**src/rtl/hdq_master.sv**
```systemverilog
module hdq_master #(
  parameter int REV_MAJOR  = 1,
  parameter int REV_MINOR  = 4,
  parameter int SLOT_CYC   = 40,
  parameter int LOW1_CYC   = 8,
  parameter int LOW0_CYC   = 28,
  parameter int SAMPLE_CYC = 16,
  parameter int BREAK_CYC  = 60,
  parameter int RX_LIMIT   = 200,
  parameter int SRST_CYC   = 4
) (
  input  logic       clk,
  input  logic       rst_n,
  input  logic       wr_en,
  input  logic       rd_en,
  input  logic [4:0] addr,
  input  logic [7:0] wdata,
  output logic [7:0] rdata,
  output logic       irq,
  output logic       line_oe,
  input  logic       line_in
);
  localparam int CW = $clog2(SLOT_CYC + BREAK_CYC + RX_LIMIT + SAMPLE_CYC + 1);
  localparam int SW = $clog2(SRST_CYC + 1);
  localparam logic [CW-1:0] SLOT_LAST = CW'(SLOT_CYC - 1);
  localparam logic [CW-1:0] BRK_LAST  = CW'(BREAK_CYC - 1);
  localparam logic [CW-1:0] RXW_LAST  = CW'(RX_LIMIT - 1);
  localparam logic [CW-1:0] SMP_LAST  = CW'(SAMPLE_CYC - 1);
  localparam logic [CW-1:0] LOW1      = CW'(LOW1_CYC);
  localparam logic [CW-1:0] LOW0      = CW'(LOW0_CYC);
  localparam logic [SW-1:0] SRST_LAST = SW'(SRST_CYC - 1);
  localparam logic [4:0] A_REV = 5'h00, A_TX = 5'h04, A_RX = 5'h08, A_CTRL = 5'h0C,
                         A_IST = 5'h10, A_SYSC = 5'h14, A_SYSS = 5'h18;

  typedef enum logic [2:0] {S_IDLE, S_BRK, S_TX, S_RXW, S_RXS} st_t;

  st_t           st;
  logic [CW-1:0] cnt;
  logic [2:0]    bitn;
  logic [7:0]    txd, rxd, shreg;
  logic          mode, dir, init, go, clken, ien, autoidle;
  logic [2:0]    istat;
  logic          srst_busy, rstdone;
  logic [SW-1:0] srst_cnt;
  logic          s1, s2, s3;
  logic          busy, rx_fall, tx_done, brk_done, rx_to, rx_done, start, rd_ist;
  logic [2:0]    flag_set;
  logic [CW-1:0] low_len;

  assign busy     = st != S_IDLE;
  assign rx_fall  = st == S_RXW && s3 && !s2;
  assign tx_done  = st == S_TX && cnt == SLOT_LAST && bitn == 3'd7;
  assign brk_done = st == S_BRK && cnt == BRK_LAST;
  assign rx_to    = st == S_RXW && !rx_fall && cnt == RXW_LAST;
  assign rx_done  = st == S_RXS && cnt == SMP_LAST && bitn == 3'd7;
  assign flag_set = {tx_done, rx_done, brk_done | rx_to};
  assign start    = wr_en && addr == A_CTRL && wdata[4] && wdata[5] && !busy;
  assign rd_ist   = rd_en && addr == A_IST;
  assign low_len  = txd[bitn] ? LOW1 : LOW0;
  assign line_oe  = (st == S_BRK) || (st == S_TX && cnt < low_len);
  assign irq      = ien && (istat != 3'b000);

  always_comb begin
    case (addr)
      A_REV:   rdata = {REV_MAJOR[3:0], REV_MINOR[3:0]};
      A_TX:    rdata = txd;
      A_RX:    rdata = rxd;
      A_CTRL:  rdata = {1'b0, ien, clken, go, 1'b0, init, dir, mode};
      A_IST:   rdata = {5'b0, istat};
      A_SYSC:  rdata = {6'b0, srst_busy, autoidle};
      A_SYSS:  rdata = {7'b0, rstdone};
      default: rdata = 8'h00;
    endcase
  end

  always_ff @(posedge clk or negedge rst_n) begin
    if (!rst_n) begin
      s1 <= 1'b1; s2 <= 1'b1; s3 <= 1'b1;
    end else begin
      s1 <= line_in; s2 <= s1; s3 <= s2;
    end
  end

  always_ff @(posedge clk or negedge rst_n) begin
    if (!rst_n) begin
      st <= S_IDLE; cnt <= '0; bitn <= '0;
      txd <= '0; rxd <= '0; shreg <= '0;
      mode <= 1'b0; dir <= 1'b0; init <= 1'b0; go <= 1'b0; clken <= 1'b0; ien <= 1'b0;
      autoidle <= 1'b0; istat <= '0;
      srst_busy <= 1'b0; srst_cnt <= '0; rstdone <= 1'b1;
    end else if (srst_busy) begin
      st <= S_IDLE; cnt <= '0; bitn <= '0;
      txd <= '0; rxd <= '0; shreg <= '0;
      mode <= 1'b0; dir <= 1'b0; init <= 1'b0; go <= 1'b0; clken <= 1'b0; ien <= 1'b0;
      istat <= '0;
      if (srst_cnt == SRST_LAST) begin
        srst_busy <= 1'b0;
        rstdone   <= 1'b1;
      end else begin
        srst_cnt <= srst_cnt + 1'b1;
      end
    end else begin
      istat <= (rd_ist ? 3'b000 : istat) | flag_set;
      if (wr_en && addr == A_SYSC) begin
        autoidle <= wdata[0];
        if (wdata[1]) begin
          srst_busy <= 1'b1;
          srst_cnt  <= '0;
          rstdone   <= 1'b0;
        end
      end
      if (wr_en && addr == A_TX && !busy) txd <= wdata;
      if (wr_en && addr == A_CTRL) begin
        mode  <= wdata[0];
        dir   <= wdata[1];
        clken <= wdata[5];
        ien   <= wdata[6];
        if (!busy) begin
          go   <= start;
          init <= start && wdata[2];
        end
      end
      case (st)
        S_IDLE: if (start) begin
          cnt  <= '0;
          bitn <= '0;
          st   <= wdata[2] ? S_BRK : (wdata[1] ? S_RXW : S_TX);
        end
        S_BRK: if (cnt == BRK_LAST) begin
          st <= S_IDLE; go <= 1'b0; init <= 1'b0;
        end else cnt <= cnt + 1'b1;
        S_TX: if (cnt == SLOT_LAST) begin
          cnt <= '0;
          if (bitn == 3'd7) begin
            st <= S_IDLE; go <= 1'b0;
          end else bitn <= bitn + 1'b1;
        end else cnt <= cnt + 1'b1;
        S_RXW: if (rx_fall) begin
          st <= S_RXS; cnt <= '0;
        end else if (cnt == RXW_LAST) begin
          st <= S_IDLE; go <= 1'b0;
        end else cnt <= cnt + 1'b1;
        S_RXS: if (cnt == SMP_LAST) begin
          cnt <= '0;
          shreg[bitn] <= s2;
          if (bitn == 3'd7) begin
            st <= S_IDLE; go <= 1'b0;
            rxd <= {s2, shreg[6:0]};
          end else begin
            bitn <= bitn + 1'b1;
            st   <= S_RXW;
          end
        end else cnt <= cnt + 1'b1;
        default: st <= S_IDLE;
      endcase
    end
  end
endmodule

```
**config.mk**
```make
export PLATFORM = sky130hd
export DESIGN_NAME = hdq_master
export DESIGN_NICKNAME = d
export VERILOG_FILES = /design/src/rtl/hdq_master.sv
export SDC_FILE = /design/constraint.sdc
export NUM_CORES = 1
export LEC_CHECK = 0
export ABC_AREA = 1
export ABC_CLOCK_PERIOD_IN_PS = 1800
export BUFFER_PORTS_ARGS = -buffer_cell sky130_fd_sc_hd__buf_4
export CORE_MARGIN = 1.5
export CORE_UTILIZATION = 60
export CTS_BUF_LIST = sky130_fd_sc_hd__clkbuf_16
export DETAILED_ROUTE_END_ITERATION = 16
export PLACE_DENSITY_LB_ADDON = 0.05
export SETUP_SLACK_MARGIN = 0.02
export SYNTH_ARGS = -nofsm -noshare
export SYNTH_HDL_FRONTEND = slang
export SYNTH_SLANG_ARGS = --single-unit
export TNS_END_PERCENT = 30
```
**constraint.sdc**
```tcl
create_clock -name clk -period 1.8 [get_ports clk]
set_input_delay 0.09 -clock clk [delete_from_list [all_inputs] [get_ports clk]]
set_output_delay 0.09 -clock clk [all_outputs]
set_load 0.05 [all_outputs]
```
==> out/metrics.cfg, run 1 <==
[synth]
yosysWarnings=0
synth.area.top_cells=dfrtp_1, nand2_1, nand3_1, inv_1, o21ai_0
syn_inst=447
ys_types=38
ys_seq_area_frac=0.428
synthArstFlopShare=1.00
avgSynthCellArea_um2=7.35
ys_ff_latch=56
yosysTopAreaCell=dfrtp_1
synth-edff-count=0
syn_area_um2=3290
synth_top_area_share=0.396
synth-main-ff-cell=dfrtp_1
synth_fp_nets=471

[placed_design]
place.gp.congestion=0.902
hpwl_mm=6.14
dp_slack_ps=-35.1
port_buffers=27
place_area_um2=3640

[timing]
worstMarginPinSlew_ps=729
period_needed_ps=2080
relSlewSlack=0.514
fmax_mhz=481
rsz0062_at_grt=true
hold_viol_final=0
fin_hold_ws_ps=30.2
setup_viol=1
final_max_slew_viol_count=0
fin_crit_sh=1.16
setup-tns-final_ps=-281
layout_setup_ws_ps=-281
skew_ps=5.82

[floorplanning]
placeableCoreArea_um2=5200
dieHeight_um=77.0
io-pin-count=28
die_area_um2=5930
die_x_um=77.0
initial_core_util=0.631
rows=26

[worst_setup_path]
critPathRequiredTime_ps=1710
critPathMaxFanout=4
cp-start-kind=register
crit_type=reg2out
r2r_slack_ps=80
cp_data_arrival_time_ps=1990
r2r.worst_path.cells=8
end_kind=primary output
r2r-end=bitn[2]
reg2reg_from=bitn[0]

[power_and_ir_drop]
power.density_nw_per_um2=1140
clock_power_share=0.271
leakagePower_uw=0.00204
power_frac_comb=0.359
swShare=0.369
power_uw=4560
internal_power_uw=2880
seqPwrFrac=0.371
p_switching_uw=1680
ir_drop_mv=0.678

[finish]
area_growth_pct=21.2
postLayoutCellArea_um2=3980
n_fill_cell=401
multi_input_area_um2=1690
n_antenna_cell=0
drive_gt1_frac=0.202
nets=518
seqCellArea_um2=1410

[grt]
grt_max_degree=57
grt_pass1_wl_mm=14.1
antenna_found_initial=0
grt.total_usage=0.300
grt_pass1_vias=2981
gr-total-overflow=0

[clock_network]
clockRootBuffer=clkbuf_16
cts-buffers-inserted=5
path_clk_slew_ps=70
htree_levels=2
cts.sinks=56
clkLatencyLatePin_ps=290
cts_tree=yes
ctsLongestPathBuffers=2

[routing]
dr.first_iter.drc_count=237
drc=0
wl_per_cell_um=14.8
vias=3228
vias_per_cell=5.71
dr.pass1.iters=5
postRouteAntennaNets=0
totalWireLength_mm=8.34

[run_status]
status=finished, violations left
violations=negative setup slack

[hold_path]
hold_path_class=in2reg
whs_endpoint=txd[3]
hp-start=wdata[3]
worstHoldPathCells=3

[run]
cap_violations=0

per-layer routing:
metal,global-route usage,part of all wire,vias to the layer above
met5,0,0,-
met4,0.0745,0.014,0
li1,-,-,1558
met1,0.431,0.46,1535
met3,0.0476,0.054,14
met2,0.477,0.47,121
through the flow:
| step | std cells | util |
|---|---|---|
| floorplan | 447 | - |
| global placement | 550 | 0.699 |
| detailed placement | 550 | 0.699 |
| CTS | 561 | 0.744 |
| global route | 565 | 0.765 |
| finish | 565 | 0.765 |
repair_timing:
action                                  in CTS  in global routing
endpoints found under the setup margin      15                 24
hold buffers                                 2                  0
hold endpoints to repair                    53                  0
setup buffers                                1                  4
resized for setup                            6                 22
pin swaps                                    1                  4
how the worst max path moves through the flow:
stage,start,to,slack [ps],depth (start not counted)
3_5_place_dp,bitn[0],line_oe,-40,10
2_1_floorplan,bitn[0],line_oe,50,9
4_1_cts,bitn[1],line_oe,-260,12
5_1_grt,bitn[2],line_oe,-480,11
3_3_place_gp,bitn[0],line_oe,10,9
6_report,bitn[1],line_oe,-280,13
critical path: stages, from the launching register on:
cell,delay [ps]
dfrtp_1,390
inv_1,70
nor2_1,220
nand2_1,90
nor2_1,100
nor2_1,60
nand2_1,70
ha_1,220
nand2_1,70
inv_1,40
nand2_1,70
nand2_1,60
nand2_2,90
buf_8,150
registers in the layout (all words and copies together), names as in the netlist, 3 cells and up:
name	cells
cnt	9
rxd	8
txd	8
shreg	7
bitn	3
istat	3
srst_cnt	3
st	3
cell usage after synthesis, types with 3 or more instances:
| cell type | n |
|---|---|
| a21oi_1 | 5 |
| buf_2 | 3 |
| clkbuf_1 | 3 |
| dfrtp_1 | 52 |
| dfstp_2 | 4 |
| ha_1 | 6 |
| inv_1 | 57 |
| inv_2 | 4 |
| nand2_1 | 127 |
| nand2_2 | 5 |
| nand3_1 | 51 |
| nand3_2 | 4 |
| nand3b_1 | 3 |
| nand4_1 | 6 |
| nor2_1 | 35 |
| nor2_2 | 5 |
| nor3_1 | 5 |
| o21ai_0 | 32 |
| o21ai_1 | 5 |
| o21ai_2 | 4 |
| o22ai_1 | 5 |
| xor2_1 | 5 |
cell usage in the layout (no fill, tap or decap), drive strengths merged, types with 6 or more instances in the layout:
cell type / Yosys / layout
nand2: 134 / 134
inv: 61 / 62
nand3: 55 / 55
dfrtp: 52 / 52
buf: 5 / 46
o21ai: 41 / 41
nor2: 41 / 41
nand4: 6 / 6
ha: 6 / 6
cells by family (layout without fill, tap and decap cells):
kind of cell | count (synthesis) | after routing | share of synthesized area
fa+ha+maj | 6 | 6 | 0.0228
compound gates | 62 | 62 | 0.112
simple gates | 247 | 247 | 0.337
flops | 56 | 56 | 0.428
buf+inv | 70 | 118 | 0.0845
xor+xnor | 6 | 6 | 0.0160
layout make-up:
class | instances | share of cell area
Tap cell | 70 | 0.0220
Clock buffer | 5 | 0.0314
Clock inverter | 3 | 0.0160
Multi-Input combinational cell | 321 | 0.424
Inverter | 62 | 0.0584
Sequential cell | 56 | 0.354
Timing Repair Buffer | 48 | 0.0945
power by group through the flow:
| stage | clock network (uW) | registers, uW | logic, uW |
|---|---|---|---|
| 2_1_floorplan | 0 | 1630 | 1080 |
| 3_3_place_gp | 0 | 1690 | 1440 |
| 3_5_place_dp | 0 | 1700 | 1470 |
| 4_1_cts | 1250 | 1680 | 1510 |
| 5_1_grt | 1300 | 1710 | 1840 |
| 6_report | 1230 | 1690 | 1630 |
No activity file was read; power rests on OpenSTA's default activity.
==> run 2: changes to the inputs <==
- ABC_AREA: 1 -> not set
==> out/metrics.cfg, run 2 <==
[timing]
hold_viol_final=0  ; unchanged
skew_ps=4.99  ; -0.830 ps
worstMarginPinSlew_ps=708  ; -20.9 ps
fin_hold_ws_ps=52.3  ; +22.0 ps
relSlewSlack=0.528  ; +0.0139
layout_setup_ws_ps=-379  ; -98.1 ps
final_max_slew_viol_count=0  ; unchanged
fin_crit_sh=1.21  ; +0.0545
setup_viol=15  ; +14
rsz0062_at_grt=true
period_needed_ps=2180  ; +98.1 ps
fmax_mhz=459  ; -4.5%
setup-tns-final_ps=-959  ; -678 ps

[synth]
ys_ff_latch=56  ; unchanged
ys_types=72  ; +89%
synth_fp_nets=369  ; -22%
synth-main-ff-cell=dfrtp_1
yosysMostFrequentCell=dfrtp_1
avgSynthCellArea_um2=9.76  ; +33%
syn_inst=345  ; -23%
synth_top_area_share=0.386  ; -0.00942
synthTopCellsByCount=dfrtp_1, nor2_1, mux2i_1, nand2_1
yosysTopAreaCell=dfrtp_1
synth.area.top_cells=dfrtp_1, mux2i_1, nor2_1, nand2_1, dfstp_2
synthArstFlopShare=1.00  ; unchanged
ys_seq_area_frac=0.418  ; -0.0102
syn_area_um2=3370  ; +2.4%
synth-edff-count=0  ; unchanged
yosysWarnings=0  ; unchanged

[placed_design]
place.gp.congestion=0.880  ; -2.4%
hpwl_mm=6.44  ; +4.9%
port_buffers=27  ; unchanged

[run]
cap_violations=0  ; unchanged

[routing]
drc=0  ; unchanged
totalWireLength_mm=9.47  ; +14%
wl_per_cell_um=18.7  ; +27%
dr.pass1.iters=5  ; unchanged
postRouteAntennaNets=0  ; unchanged
vias_per_cell=6.18  ; +8.1%
vias=3125  ; -3.2%
dr.first_iter.drc_count=329  ; +39%

[floorplanning]
die_x_um=77.9  ; +1.2%
io-pin-count=28  ; unchanged
initial_core_util=0.615  ; -0.0163
die_area_um2=6070  ; +2.3%
dieHeight_um=77.9  ; +1.2%
rows=27  ; +3.8%
placeableCoreArea_um2=5470  ; +5.1%

[worst_setup_path]
crit_family=compound AO/OA/AOI/OAI gates
cp-start-kind=register
cpMostUsedCell=buf_6
crit_type=reg2out
r2r_slack_ps=-70  ; -150 ps
critPathMaxFanout=11  ; +7
r2r-end=cnt[3]
reg2reg_from=cnt[0]
critPathRequiredTime_ps=1710  ; about the same
r2r.worst_path.cells=7  ; -1
end_kind=primary output
cp_data_arrival_time_ps=2090  ; +100 ps
cp_slowest_stage_delay_ps=410  ; +20 ps
path_buf_inv=2  ; -1
path_cells=buf_6, mux2i_1, a211o_1, o221ai_2, ha_1, o211ai_1, a31o_2, buf_6
slowest_stage=dfrtp_1

[hold_path]
whs_endpoint=txd[7]
hold_path_class=in2reg
worstHoldPathCells=3  ; unchanged
hp-start=wdata[7]

[finish]
top_register=cnt
reg_top3=cnt x9, rxd x8, txd x8
n_fill_cell=336  ; -16%
area_growth_pct=34.9
seqCellArea_um2=1410  ; +0.18%
drive_gt1_frac=0.406  ; +0.204
layout_commonest_cell=buf_4
nets=457  ; -12%
multi_input_area_um2=1990  ; +18%
n_antenna_cell=0  ; unchanged
largest_reg_flops=9  ; unchanged
final_cell_mix=buf_4, dfrtp_1, nor2_1
fin_util=0.830  ; +0.0643

[power_and_ir_drop]
power.density_nw_per_um2=1130  ; -1.7%
leakagePower_uw=0.00212  ; +3.9%
ir_drop_mv=0.844  ; +24%

[clock_network]
clockRootBuffer=clkbuf_16
path_clk_slew_ps=80  ; about the same
ctsLongestPathBuffers=2  ; unchanged
cts_tree=yes
htree_levels=2  ; unchanged
clkLatencyLatePin_ps=300  ; about the same
cts-buffers-inserted=5  ; unchanged
cts.sinks=56  ; unchanged

[run_status]
violations=negative setup slack
status=finished, violations left

[grt]
gr-total-overflow=0  ; unchanged
grt_pass1_vias=2831  ; -5.0%
antenna_found_initial=0  ; unchanged
grt.total_usage=0.310  ; +0.0102
grt_pass1_wl_mm=14.5  ; +2.8%
grt_max_degree=57  ; unchanged

## run 2: cell count changes after synthesis, moves of 6 or more
cell / change
a21oi_1: +11
clkbuf_1: +7
inv_1: -45
mux2_2: +6
mux2i_1: +30
nand2_1: -97
nand2b_1: +6
nand3_1: -35
nor2_1: +6
o21ai_0: -23
## run 2: how the worst max path moves through the flow
stage                     to  depth (start not counted)  slack, ps  startpoint
floorplan           rdata[1]                          4       -180   srst_busy
global placement     line_oe                          7       -140     bitn[2]
detailed placement   line_oe                          7       -170     bitn[2]
CTS                  line_oe                          7       -350     bitn[2]
global route         line_oe                          8       -460     bitn[2]
finish               line_oe                          8       -380     bitn[2]
## run 2: metal layers
layer  GRT usage  part of all wire
met5           0                 0
met4      0.0625             0.013
met1       0.456              0.44
met2       0.489              0.48
met3      0.0471             0.060
## run 2: cell type report
| class | count | area share |
|---|---|---|
| Multi-Input combinational cell | 254 | 0.438 |
| Clock buffer | 5 | 0.0276 |
| Sequential cell | 56 | 0.311 |
| Timing Repair Buffer | 104 | 0.187 |
| Clock inverter | 3 | 0.00634 |
| Inverter | 12 | 0.00992 |
| Tap cell | 72 | 0.0198 |
## run 2: repair_timing
action,4_1_cts,5_1_grt
gates resized for setup,27,33
buffers inserted,5,6
pin swaps,17,19
cloned,0,0
hold buffers,2,0
endpoints found under the setup margin,20,32
endpoints found under the hold margin,53,0
## run 2: cells by family (layout without fill, tap and decap cells)
| group | after synthesis | count (layout) | synth area share |
|---|---|---|---|
| DFF | 56 | 56 | 0.418 |
| AOI/OAI and AO/OA | 69 | 69 | 0.160 |
| adders and majority gates | 7 | 7 | 0.0253 |
| muxes | 36 | 36 | 0.109 |
| and+or+nand+nor | 142 | 142 | 0.238 |
| buffers and inverters | 35 | 124 | 0.0498 |
## run 2: power by group
group / total, uW / leakage [uW] / internal [uW] / switching, uW
logic: 2470 / 0.00130 / 1250 / 1220
registers: 1600 / 0.000741 / 1430 / 172
clock network: 1030 / 0.0000767 / 537 / 493
total: 5110 / 0.00212 / 3220 / 1880
## run 2: worst register-to-register path, delay by kind of cell, from the launching register on
| family | cells | cell delay (ps) |
|---|---|---|
| flops | 1 | 410 |
| buf+inv | 1 | 160 |
| fa+ha+maj | 1 | 170 |
| simple gates | 2 | 480 |
| compound gates | 3 | 550 |
## run 2: through the flow
| step | worst slack, ps | area (um^2) | total power (uW) | instances |
|---|---|---|---|---|
| after CTS | -352 | 4350 | 4810 | 500 |
| after floorplan | -180 | 3370 | 2760 | 345 |
| final | -379 | 4540 | 5110 | 506 |
| after detailed placement | -170 | 4050 | 3590 | 485 |
| after global placement | -142 | 4050 | 3500 | 485 |
| after global routing | -461 | 4540 | 5350 | 506 |
